File: src/rtl/integ_sample_seq.sv
module integ_sample_seq #(
  parameter int N_CH     = 5,
  parameter int EXT_DLY  = 16,
  parameter int SELF_DLY = 15,
  parameter int GAP_DLY  = 1
) (
  input  logic                        clk,
  input  logic                        rst_n,
  input  logic                        tick,
  input  logic                        clr,
  input  logic                        ext_trig,
  input  logic                        self_trig,
  input  logic                        scan_done,
  input  logic                        rd_en,
  input  logic [$clog2(N_CH+1)-1:0]   rd_ch,
  output logic                        hold,
  output logic                        scan_start,
  output logic                        rd_q,
  output logic [N_CH-1:0]             ready
);
  localparam int CH_W  = $clog2(N_CH+1);
  localparam int MAXD  = (EXT_DLY > SELF_DLY) ? ((EXT_DLY > GAP_DLY) ? EXT_DLY : GAP_DLY)
                                              : ((SELF_DLY > GAP_DLY) ? SELF_DLY : GAP_DLY);
  localparam int CNT_W = $clog2(MAXD + 1);
  localparam logic [CNT_W-1:0] EXT_LAST  = CNT_W'(EXT_DLY - 1);
  localparam logic [CNT_W-1:0] SELF_LAST = CNT_W'(SELF_DLY - 1);
  localparam logic [CNT_W-1:0] GAP_LAST  = CNT_W'(GAP_DLY - 1);
  localparam logic [CH_W-1:0]  CH_LIM    = CH_W'(N_CH);

  typedef enum logic [2:0] {S_IDLE, S_WSELF, S_WEXT, S_GAP, S_SCAN} st_t;

  st_t              st;
  logic [CNT_W-1:0] cnt;
  logic             ext_q, self_q;
  logic             ext_edge, self_edge, rd_hit;

  assign ext_edge  = ext_trig & ~ext_q;
  assign self_edge = self_trig & ~self_q;
  assign rd_hit    = rd_en && (rd_ch < CH_LIM);
  assign hold      = (st == S_GAP) || (st == S_SCAN);
  assign rd_q      = rd_hit && ready[rd_ch];

  always_ff @(posedge clk) begin
    if (!rst_n) begin
      ext_q  <= 1'b0;
      self_q <= 1'b0;
    end else begin
      ext_q  <= ext_trig;
      self_q <= self_trig;
    end
  end

  always_ff @(posedge clk) begin
    if (!rst_n) begin
      st         <= S_IDLE;
      cnt        <= '0;
      scan_start <= 1'b0;
      ready      <= '0;
    end else begin
      scan_start <= 1'b0;
      if (clr) begin
        st    <= S_IDLE;
        cnt   <= '0;
        ready <= '0;
      end else begin
        if (rd_hit) ready[rd_ch] <= 1'b0;
        case (st)
          S_IDLE: begin
            cnt <= '0;
            if (ext_edge)       st <= S_WEXT;
            else if (self_edge) st <= S_WSELF;
          end
          S_WSELF: begin
            if (ext_edge) begin
              st  <= S_WEXT;
              cnt <= '0;
            end else if (tick) begin
              if (cnt == SELF_LAST) begin
                st  <= S_GAP;
                cnt <= '0;
              end else cnt <= cnt + 1'b1;
            end
          end
          S_WEXT: begin
            if (tick) begin
              if (cnt == EXT_LAST) begin
                st  <= S_GAP;
                cnt <= '0;
              end else cnt <= cnt + 1'b1;
            end
          end
          S_GAP: begin
            if (tick) begin
              if (cnt == GAP_LAST) begin
                st         <= S_SCAN;
                cnt        <= '0;
                scan_start <= 1'b1;
              end else cnt <= cnt + 1'b1;
            end
          end
          S_SCAN: begin
            if (scan_done) begin
              st    <= S_IDLE;
              ready <= '1;
            end
          end
          default: st <= S_IDLE;
        endcase
      end
    end
  end

  a_r3_start_under_hold: assert property (@(posedge clk) disable iff (!rst_n)
    scan_start |-> hold);

  a_r3_start_single: assert property (@(posedge clk) disable iff (!rst_n)
    scan_start |=> !scan_start);

  a_r1_hold_rise_on_tick: assert property (@(posedge clk) disable iff (!rst_n)
    $rose(hold) |-> $past(tick));

  a_r4_release_and_flag: assert property (@(posedge clk) disable iff (!rst_n)
    (st == S_SCAN && scan_done && !clr) |=> (!hold && (&ready)));

  a_r9_clear: assert property (@(posedge clk) disable iff (!rst_n)
    clr |=> (!hold && ready == '0 && !scan_start));

  a_r6_self_locked_out: assert property (@(posedge clk) disable iff (!rst_n)
    (st == S_WEXT && !clr) |=> (st != S_WSELF && st != S_IDLE));

  a_r8_read_clears: assert property (@(posedge clk) disable iff (!rst_n)
    (rd_hit && !clr && !(st == S_SCAN && scan_done)) |=> !ready[$past(rd_ch)]);

  a_r8_range: assert property (@(posedge clk) disable iff (!rst_n)
    (rd_en && rd_ch >= CH_LIM) |-> !rd_q);
endmodule

File: config.mk
export PLATFORM = sky130hd
export DESIGN_NAME = integ_sample_seq
export DESIGN_NICKNAME = d
export VERILOG_FILES = /design/src/rtl/integ_sample_seq.sv
export SDC_FILE = /design/constraint.sdc
export NUM_CORES = 1
export LEC_CHECK = 0
export CAP_MARGIN = 20
export CORE_MARGIN = 2
export CORE_UTILIZATION = 50
export CTS_CLUSTER_DIAMETER = 200
export DETAILED_ROUTE_END_ITERATION = 12
export DONT_BUFFER_PORTS = 1
export PLACE_DENSITY = 0.68
export SLEW_MARGIN = 10
export SYNTH_ARGS = -nofsm -noshare
export SYNTH_HDL_FRONTEND = slang
export SYNTH_SLANG_ARGS = --single-unit
File: constraint.sdc
create_clock -name clk -period 1.6 [get_ports clk]
set_input_delay 0.4 -clock clk [delete_from_list [all_inputs] [get_ports clk]]
set_output_delay 0.4 -clock clk [all_outputs]
set_load 0.01 [all_outputs]
==> impl_metrics.json <==
{
  "clock_skew_ps": 1.96,
  "fin_crit_sh_pct": 111,
  "violations": "setup timing",
  "viasPerCell": 5.61,
  "worstSetupEndpointType": "flop",
  "grt_overflow": 0,
  "path_max_fanout": 4,
  "num-nets-final": 145,
  "grt_max_degree": 12,
  "start_util_pct": 53.8,
  "gp_congestion": 0.780,
  "slew_headroom_pct": 67.3,
  "yosysWarnings": 0,
  "clk_pin_slew_ps": 90,
  "finalPower_mw": 0.820,
  "clock_latency_ps": 290,
  "regArea_um2": 333,
  "wl_mm": 1.92,
  "synth_area_um2": 940,
  "synth_largest_area_cell": "dfxtp_1",
  "cts_root_buf": "clkbuf_4",
  "r2r_slack_ps": -170,
  "syn_area_per_cell_um2": 7.90,
  "wire_per_inst_um": 12.5,
  "htree_levels": 1,
  "route.detailed.drc": 0,
  "yosysTopAreaCellShare_pct": 34.1,
  "grt_pass1_vias": 740,
  "clock.fmax_mhz": 565,
  "layout-drive-gt1-share_pct": 27.3,
  "multiInputGateArea_um2": 641,
  "cts_buffer_depth": 2,
  "grt_pass1_wl_mm": 2.85,
  "ys_seq_elements": 16,
  "leakagePower_nw": 0.424,
  "drv_cap": 0,
  "power.density_nw_per_um2": 705,
  "clkSinkCount": 16,
  "rows": 15,
  "firstDrtPassIters": 4,
  "dieArea_um2": 2240,
  "final_hold_viol_count": 0,
  "cts_tree": "done",
  "crit_required_ps": 1830,
  "synth_area_leaders": "dfxtp_1 (34%), ha_1 (6.7%), nor2_1 (5.6%)",
  "synthFlopType": "dfxtp_1",
  "min_path_type": "primary input to flop",
  "synth_cells": 119,
  "drt_iter0_markers": 17,
  "critPathLaunchType": "flop",
  "num_antenna_cells": 0,
  "synthArstFlopShare_pct": 0,
  "worstPathArrival_ps": 2010,
  "hold_buffers": 0,
  "slew_viol_final": 0,
  "grt_usage_pct": 18.7,
  "setup_viol": 8,
  "worstSetupPathType": "flop to flop",
  "dp_hpwl_mm": 1.48,
  "die-height_um": 47.4,
  "ios": 19,
  "place_inst": 147,
  "num_vias": 859,
  "rsz0062_at_grt": "true",
  "grt_antenna_before_repair": 0,
  "setup_slack_ps": -170,
  "syn_to_final_growth_pct": 23.7,
  "seq_area_frac_synth_pct": 34.1,
  "period_minus_slack_ps": 1770,
  "die_x_um": 47.4,
  "status": "complete, but fails checks",
  "ir_worst_vdd_v": 0.000485,
  "core_area_um2": 1750,
  "fin_cells": 153,
  "syn_nets": 135,
  "synth_commonest_cells": "dfxtp_1 (16), nor2_1 (14), nand2_1 (12), inv_1 (9), nand3_1 (9)",
  "synth_edf_count": 0,
  "io_buffer_count": 0,
  "cts_inserted_buffers": 3,
  "yosysMostFrequentCell": "dfxtp_1",
  "worst_pin_slew_ps": 486,
  "ys_types": 30,
  "fillers": 140,
  "ant_nets": 0
}
[cell type report]
type / count / area share (%)
sequential: 16 / 28.6
tap: 25 / 2.69
inverter: 9 / 2.91
multi-input combinational: 89 / 55.1
timing repair buffer: 10 / 7.54
clock buffer: 4 / 3.12
[kinds of logic (layout without fill, tap and decap cells)]
kind of cell             Yosys count  in the layout  share of synthesized area [%]
AO/OA/AOI/OAI                     25             25                           19.0
adder cells (fa/ha/maj)            5              5                           6.66
buffers and inverters             14             23                           5.59
multiplexers                       4              4                           4.26
flip-flops                        16             16                           34.1
AND/OR/NAND/NOR                   55             55                           30.4
[report_power, final]
group | leakage (nW) | total, mW | internal [mW] | switching [mW]
Sequential | 0.133 | 0.418 | 0.405 | 0.0137
Clock | 0.0210 | 0.266 | 0.139 | 0.127
Combinational | 0.270 | 0.136 | 0.0650 | 0.0706
[per-layer routing]
layer / up-vias / wire, um / global-route usage (%) / share of wire [%]
li1: 431 / - / - / -
met1: 402 / 861 / 20.6 / 45
met2: 22 / 900 / 31.6 / 47
met3: 4 / 127 / 8.08 / 6.6
met4: 0 / 29 / 7.22 / 1.5
met5: - / 0 / 0 / 0
[final timing paths]
check,from,end,depth (start not counted)
max,cnt[0],st[2],7
min,rst_n,self_q,1
max reg2reg,cnt[0],st[2],7
min reg2reg,cnt[0],cnt[0],2
[critical path, stage by stage, from the launching register on]
cell,delay [ps]
dfxtp_2,350
inv_2,80
ha_4,120
or4b_4,480
o21ai_4,180
o21ai_4,100
o32a_1,340
nor2_1,70
[through the flow]
step                hold slack (ps)  TNS (ps)  worst slack, ps  utilization (%)  cell area, um^2
floorplan                       460      -106            -70.7                -              947
global placement                470      -549             -114             59.1             1030
detailed placement              477      -849             -159             59.1             1030
CTS                             215      -793             -152             65.1             1140
global route                    227     -1400             -218             66.6             1160
finish                          225      -878             -170             66.6             1160
[state kept, by name, summed over array words and instances (netlist names)]
name and flops:
scan_start 1, cnt 5, ext_q 1, ready 5, self_q 1, st 3
[cell usage in the layout, fill, tap and decap left out, types with 2 or more instances in the layout]
cell type and instances:
inv_2 2, nand4b_1 2, and2_1 2, dfxtp_1 10, o21ai_4 2, nand3_1 5
nand2b_1 2, mux2i_1 4, o21ai_0 2, a31oi_1 3, nor4_1 2, ha_4 2
a21oi_1 8, nand3_2 4, o21ai_1 2, inv_1 7, clkbuf_4 3, nand3b_1 3
dfxtp_2 4, nand2_1 12, nor2b_1 4, buf_4 9, ha_1 3, dfxtp_4 2
nor2_1 13
[timing repair]
action	CTS	global route
pin swaps	2	4
resized for setup	16	7
buffers inserted	2	1
hold endpoints to repair	0	0
endpoints found under the setup margin	10	10
Power figures use the tool's default switching activity.
